[config.mk]
export PLATFORM = sky130hd
export DESIGN_NAME = wdog_rst
export DESIGN_NICKNAME = d
export VERILOG_FILES = /design/src/rtl/wdog_pkg.sv /design/src/rtl/wdog_regs.sv /design/src/rtl/wdog_timebase.sv /design/src/rtl/wdog_count.sv /design/src/rtl/wdog_shaper.sv /design/src/rtl/wdog_rst.sv
export SDC_FILE = /design/constraint.sdc
export NUM_CORES = 1
export LEC_CHECK = 0
export BUFFER_PORTS_ARGS = -buffer_cell sky130_fd_sc_hd__buf_2
export CAP_MARGIN = 30
export CORE_MARGIN = 5
export CORE_UTILIZATION = 45
export DETAILED_ROUTE_END_ITERATION = 8
export SYNTH_ARGS = -nofsm -noshare
export SYNTH_HDL_FRONTEND = slang
export SYNTH_SLANG_ARGS = --single-unit
[constraint.sdc]
create_clock -name clk -period 2.85 [get_ports clk]
set_clock_uncertainty 0.2 [all_clocks]
set_input_delay 0.285 -clock clk [delete_from_list [all_inputs] [get_ports clk]]
set_output_delay 0.285 -clock clk [all_outputs]
set_load 0.01 [all_outputs]
[src/rtl/wdog_pkg.sv]
package wdog_pkg;

    localparam int unsigned TIME_W = 8;

    typedef enum logic {
        REG_CTRL = 1'b0,
        REG_TIME = 1'b1
    } reg_sel_e;

    typedef struct packed {
        logic       rsv;
        logic       sts;
        logic       run;
        logic       pulse_mode;
        logic       minutes;
        logic       act_high;
        logic [1:0] pw_sel;
    } ctrl_t;

    // pulse width in millisecond ticks for a width select code
    function automatic int unsigned pulse_ms(input logic [1:0] sel,
                                             input int unsigned ms_per_sec);
        case (sel)
            2'd0:    return 1;
            2'd1:    return 25;
            2'd2:    return 125;
            default: return 5 * ms_per_sec;
        endcase
    endfunction

endpackage

[src/rtl/wdog_regs.sv]
module wdog_regs
    import wdog_pkg::*;
(
    input  logic              clk,
    input  logic              rst,
    input  logic              addr,
    input  logic [7:0]        wdata,
    input  logic              we,
    input  logic              expire,
    input  logic [TIME_W-1:0] cnt_val,
    output logic [7:0]        rdata,
    output logic              time_load,
    output logic              run,
    output logic              sts,
    output logic              pulse_mode,
    output logic              minutes,
    output logic              act_high,
    output logic [1:0]        pw_sel
);
    ctrl_t ctrl_q;
    ctrl_t wr;
    logic  ctrl_wr;

    assign wr        = ctrl_t'(wdata);
    assign ctrl_wr   = we && (reg_sel_e'(addr) == REG_CTRL);
    assign time_load = we && (reg_sel_e'(addr) == REG_TIME);

    always_ff @(posedge clk) begin
        if (rst) begin
            ctrl_q <= '0;
        end else begin
            if (ctrl_wr) begin
                ctrl_q.rsv        <= wr.rsv & 1'b0;
                ctrl_q.run        <= wr.run;
                ctrl_q.pulse_mode <= wr.pulse_mode;
                ctrl_q.minutes    <= wr.minutes;
                ctrl_q.act_high   <= wr.act_high;
                ctrl_q.pw_sel     <= wr.pw_sel;
                if (wr.sts) ctrl_q.sts <= 1'b0;
            end
            if (expire) ctrl_q.sts <= 1'b1;
        end
    end

    assign rdata      = (reg_sel_e'(addr) == REG_CTRL) ? 8'(ctrl_q) : 8'(cnt_val);
    assign run        = ctrl_q.run;
    assign sts        = ctrl_q.sts;
    assign pulse_mode = ctrl_q.pulse_mode;
    assign minutes    = ctrl_q.minutes;
    assign act_high   = ctrl_q.act_high;
    assign pw_sel     = ctrl_q.pw_sel;

    // expiry always leaves the flag set
    a_r7_sts_set: assert property (@(posedge clk) disable iff (rst)
        expire |=> ctrl_q.sts);

    // a write of 1 clears it when no expiry competes
    a_r7_w1c: assert property (@(posedge clk) disable iff (rst)
        (ctrl_wr && wdata[6] && !expire) |=> !ctrl_q.sts);

endmodule

[src/rtl/wdog_timebase.sv]
module wdog_timebase #(
    parameter int unsigned MS_CLKS     = 50000,
    parameter int unsigned MS_PER_SEC  = 1000,
    parameter int unsigned SEC_PER_MIN = 60
) (
    input  logic clk,
    input  logic rst,
    input  logic run,
    input  logic minutes,
    input  logic kick,
    output logic unit_tick
);
    localparam int unsigned MS_W     = (MS_CLKS > 1) ? $clog2(MS_CLKS) : 1;
    localparam int unsigned UNIT_MAX = MS_PER_SEC * SEC_PER_MIN;
    localparam int unsigned UW       = $clog2(UNIT_MAX + 1);

    logic [MS_W-1:0] ms_q;
    logic [UW-1:0]   u_q;
    logic [UW-1:0]   unit_last;
    logic            ms_tick;

    assign unit_last = minutes ? UW'(UNIT_MAX - 1) : UW'(MS_PER_SEC - 1);
    assign ms_tick   = run && (ms_q == MS_W'(MS_CLKS - 1));
    assign unit_tick = ms_tick && (u_q >= unit_last);

    always_ff @(posedge clk) begin
        if (rst || kick || !run) begin
            ms_q <= '0;
            u_q  <= '0;
        end else begin
            ms_q <= ms_tick ? '0 : ms_q + 1'b1;
            if (ms_tick) u_q <= unit_tick ? '0 : u_q + 1'b1;
        end
    end

    // a stopped timebase stays cleared
    a_r4_idle_clear: assert property (@(posedge clk) disable iff (rst)
        !run |=> (ms_q == '0) && (u_q == '0));

endmodule

[src/rtl/wdog_count.sv]
module wdog_count
    import wdog_pkg::*;
(
    input  logic              clk,
    input  logic              rst,
    input  logic              run,
    input  logic              unit_tick,
    input  logic              load,
    input  logic [TIME_W-1:0] load_val,
    output logic [TIME_W-1:0] cnt_q,
    output logic              expire
);
    logic step;

    assign step   = run && unit_tick && (cnt_q != '0) && !load;
    assign expire = step && (cnt_q == TIME_W'(1));

    always_ff @(posedge clk) begin
        if (rst)       cnt_q <= '0;
        else if (load) cnt_q <= load_val;
        else if (step) cnt_q <= cnt_q - 1'b1;
    end

    // a load takes the written value
    a_r3_load: assert property (@(posedge clk) disable iff (rst)
        load |=> cnt_q == $past(load_val));

    // disabled count holds
    a_r4_hold: assert property (@(posedge clk) disable iff (rst)
        (!run && !load) |=> $stable(cnt_q));

    // zero is sticky until reloaded
    a_r12_floor: assert property (@(posedge clk) disable iff (rst)
        (cnt_q == '0 && !load) |=> cnt_q == '0);

endmodule

[src/rtl/wdog_shaper.sv]
module wdog_shaper
    import wdog_pkg::*;
#(
    parameter int unsigned MS_CLKS    = 50000,
    parameter int unsigned MS_PER_SEC = 1000
) (
    input  logic       clk,
    input  logic       rst,
    input  logic       expire,
    input  logic       sts,
    input  logic       run,
    input  logic       pulse_mode,
    input  logic       act_high,
    input  logic [1:0] pw_sel,
    output logic       rst_out
);
    localparam int unsigned PW_MS_MAX = (5 * MS_PER_SEC > 125) ? 5 * MS_PER_SEC : 125;
    localparam int unsigned PW_MAX    = PW_MS_MAX * MS_CLKS;
    localparam int unsigned PWW       = $clog2(PW_MAX + 1);

    logic [PWW-1:0] width_clks;
    logic [PWW-1:0] pw_q;
    logic           active_q;
    logic           asserted;

    assign width_clks = PWW'(pulse_ms(pw_sel, MS_PER_SEC) * MS_CLKS);

    always_ff @(posedge clk) begin
        if (rst) begin
            active_q <= 1'b0;
            pw_q     <= '0;
        end else if (expire) begin
            active_q <= 1'b1;
            pw_q     <= width_clks - 1'b1;
        end else if (active_q) begin
            if (pw_q == '0) active_q <= 1'b0;
            else            pw_q     <= pw_q - 1'b1;
        end
    end

    assign asserted = pulse_mode ? active_q : (sts && run);
    assign rst_out  = act_high ? asserted : !asserted;

    // pulse holds while width remains
    a_r10_pulse_hold: assert property (@(posedge clk) disable iff (rst)
        (active_q && pw_q != '0 && !expire) |=> active_q);

    // pulse ends once width is used
    a_r10_pulse_end: assert property (@(posedge clk) disable iff (rst)
        (active_q && pw_q == '0 && !expire) |=> !active_q);

endmodule

[src/rtl/wdog_rst.sv]
module wdog_rst
    import wdog_pkg::*;
#(
    parameter int unsigned CLK_HZ      = 50_000_000,
    parameter int unsigned MS_CLKS     = CLK_HZ / 1000,
    parameter int unsigned MS_PER_SEC  = 1000,
    parameter int unsigned SEC_PER_MIN = 60
) (
    input  logic       clk,
    input  logic       rst,
    input  logic       reg_addr,
    input  logic [7:0] reg_wdata,
    input  logic       reg_we,
    output logic [7:0] reg_rdata,
    output logic       wdt_rst_out
);
    logic              time_load;
    logic              run;
    logic              sts;
    logic              pulse_mode;
    logic              minutes;
    logic              act_high;
    logic [1:0]        pw_sel;
    logic              unit_tick;
    logic              expire;
    logic [TIME_W-1:0] cnt;

    wdog_regs u_regs (
        .clk(clk), .rst(rst), .addr(reg_addr), .wdata(reg_wdata), .we(reg_we),
        .expire(expire), .cnt_val(cnt), .rdata(reg_rdata), .time_load(time_load),
        .run(run), .sts(sts), .pulse_mode(pulse_mode), .minutes(minutes),
        .act_high(act_high), .pw_sel(pw_sel)
    );

    wdog_timebase #(
        .MS_CLKS(MS_CLKS), .MS_PER_SEC(MS_PER_SEC), .SEC_PER_MIN(SEC_PER_MIN)
    ) u_timebase (
        .clk(clk), .rst(rst), .run(run), .minutes(minutes),
        .kick(time_load), .unit_tick(unit_tick)
    );

    wdog_count u_count (
        .clk(clk), .rst(rst), .run(run), .unit_tick(unit_tick),
        .load(time_load), .load_val(reg_wdata), .cnt_q(cnt), .expire(expire)
    );

    wdog_shaper #(
        .MS_CLKS(MS_CLKS), .MS_PER_SEC(MS_PER_SEC)
    ) u_shaper (
        .clk(clk), .rst(rst), .expire(expire), .sts(sts), .run(run),
        .pulse_mode(pulse_mode), .act_high(act_high), .pw_sel(pw_sel),
        .rst_out(wdt_rst_out)
    );

endmodule

==> reports/metrics.yaml <==
finish:
  final_common_cell: "dfxtp_1"
  fillCellCount: 908
  multi_input_area_mm2: 0.00260
  drive_gt1_share_pct: 13.9
  design_area_mm2: 0.00481
  mostFrequentLayoutCells: "dfxtp_1, nor2_1, nand2_1, xnor2_1, a21oi_1"
  layout.nets: 579
  num_antenna_cells: 0
  ff_latch_area_mm2: 0.00152
  fin_util_pct: 52.4
  area_growth_syn_to_layout_pct: 13.4
yosys:
  yosysWarningCount: 0
  ys_ff_latch: 76
  ys.flop_type: "dfxtp_1"
  yosysSeqAreaShare_pct: 35.8
  synth_edf_count: 0
  synth_fp_nets: 545
  postSynth.asyncResetShare_pct: 0
  netlist_area_mm2: 0.00424
  syn_area_per_cell_um2: 8.37
  syn_inst: 507
  synth_cell_types: 56
route:
  wl_met2_um: 4290
  wl_um: 9680
  drt_iter0_drc: 160
  first_pass_iters: 4
  wl_met3_um: 323
  vias_per_cell: 5.41
  final_antenna_net_count: 0
  drc: 0
  wire_per_inst_um: 14.7
  drt-met1-wl_um: 4960
  vias: 3552
  routed.top_layer: "met4"
placement:
  io_buffers: 20
  dpl_cell_area_mm2: 0.00453
  gp_congestion: 0.896
  place_ws_ns: 0.0704
  dp_hpwl_um: 7220
grt:
  grt_pass1_vias: 3396
  track_usage_pct: 17.7
  grt_max_degree: 32
  antenna_found_initial: 0
  grt_pass1_wl_um: 16500
  grt_remaining_overflow: 0
job:
  maxCapViolations: 0
worst_setup_path:
  start_kind: "register"
  setup.worst_path.class: "reg2reg"
  crit_fanout: 8
  end_kind: "register"
  crit_arrival_ns: 2.66
  worstPathRequired_ns: 2.88
cts:
  worstSkewPairLatency_ns: 0.35
  cts-htree-levels: 3
  cts_sinks: 76
  cts_tree: "built"
  clk_pin_slew_ns: 0.09
  cts-buffers-inserted: 9
  clockRootBuffer: "clkbuf_8"
  clock_path_buffers: 2
die:
  pin_count: 21
  die_x_um: 107
  start_util_pct: 46.1
  coreArea_mm2: 0.00920
  row_count: 35
  fp.dieH_um: 107
  die_area_mm2: 0.0115
power_and_ir_drop:
  p_int_mw: 1.48
  clkPwrFrac_pct: 39.1
  max-vdd-ir-drop_mv: 0.267
  p_per_area_mw_per_mm2: 424
  pwr-share-comb_pct: 7.7
  leakagePower_nw: 1.80
  seqPwrFrac_pct: 53.2
  power.switching_mw: 0.564
  switching_share_pct: 27.6
timing:
  whs_ns: 0.0232
  setup_viol: 0
  relSlewSlack_pct: 62.6
  grt_setup_unrepaired: "false"
  tns_ns: 0
  max_freq_mhz: 380
  slew_violations: 0
  worst_pin_slew_ns: 0.561
  hold_violations: 0
  fin_ws_ns: 0.220
  post-route-period-util_pct: 92.3
  min_period_ns: 2.63
run_status:
  status: "complete, no violations"
hold_path:
  hp-class: "in2reg"
[critical path: stages, from the launching register on]
cell and delay [ns]:
dfxtp_1 0.40, inv_2 0.11, ha_1 0.33, nand3b_1 0.12, nor4_4 0.29, a211o_1 0.28, nand3b_1 0.29, buf_4 0.24
a211oi_1 0.18, a211oi_1 0.07
[repair_timing]
item / 4_1_cts / 5_1_grt
endpoints found under the hold margin: 6 / 0
hold buffers: 5 / 0
resized for setup: 0 / 8
setup endpoints to repair: 0 / 45
setup buffers: 0 / 2
[cell type report]
class	instances	area share [%]
Clock inverter	7	1.38
Multi-Input combinational cell	392	54.0
Inverter	20	1.56
Timing Repair Buffer	42	6.03
Tap cell	111	2.88
Sequential cell	76	31.6
Clock buffer	9	2.57
[state kept, by name (all words and copies together), names as in the netlist, 2 cells and up]
| name | cells |
|---|---|
| u_timebase.ms_q | 16 |
| u_timebase.u_q | 16 |
| u_count.cnt_q | 8 |
| u_shaper.pw_q | 28 |
| u_regs.pw_sel | 2 |
[logic make-up (layout without fill, tap and decap cells)]
logic type | Yosys count | after routing | synth area share (%)
and+or+nand+nor | 218 | 218 | 26.6
AOI/OAI and AO/OA | 80 | 80 | 11.9
DFF | 76 | 76 | 35.8
xor gates and xnor gates | 58 | 58 | 12.0
buffers and inverters | 39 | 78 | 3.57
adders and majority gates | 26 | 26 | 7.67
muxes | 10 | 10 | 2.51
[through the flow]
step | power [mW] | cells
floorplan | 1.20 | 507
global placement | 1.26 | 634
detailed placement | 1.26 | 634
CTS | 2.07 | 655
global route | 2.13 | 657
finish | 2.04 | 657
[path summary, 6_finish.rpt]
check                      from            endpoint  slack (ns)  depth (start not counted)
max              u_regs.minutes   u_shaper.pw_q[14]        0.22                          9
min                reg_wdata[5]          u_regs.run        0.02                          3
min reg2reg  u_timebase.ms_q[0]  u_timebase.ms_q[0]        0.24                          1
max reg2reg      u_regs.minutes   u_shaper.pw_q[14]        0.22                          9
[synth_stat cells, types with 2 or more instances]
master	count	area share (%)
a211oi_1	11	1.9
a21boi_0	2	0.35
a21o_1	2	0.35
a21oi_1	29	3.4
a31oi_1	6	0.88
and2_1	5	0.74
and3_1	7	1.0
buf_2	4	0.47
clkbuf_1	15	1.3
dfxtp_1	76	36
ha_1	26	7.7
inv_1	20	1.8
mux2_2	5	1.3
mux2i_1	5	1.2
nand2_1	37	3.3
nand2b_1	4	0.59
nand3_1	23	2.7
nand3b_1	3	0.53
nand4_1	15	2.2
nand4b_1	4	0.83
nor2_1	75	6.6
nor3_1	9	1.1
nor3b_1	2	0.35
nor4_1	7	1.0
nor4b_1	3	0.62
o21ai_0	16	1.9
o31ai_1	3	0.53
or2_2	3	0.44
or3_1	3	0.44
or4_1	5	0.88
xnor2_1	33	6.8
xor2_1	25	5.2
[power groups by stage]
stage	Clock (mW)	Combinational (mW)	Sequential (mW)
finish	0.799	0.158	1.09
CTS	0.829	0.156	1.09
floorplan	0	0.0932	1.11
global placement	0	0.148	1.11
detailed placement	0	0.151	1.11
global route	0.866	0.176	1.09
[per-layer routing]
layer  track usage [%]  vias up
li1                  -     1850
met1              25.4     1639
met2              26.8       52
met3              3.55       11
met4              5.11        0
met5                 0        -
Power figures use the tool's default switching activity.
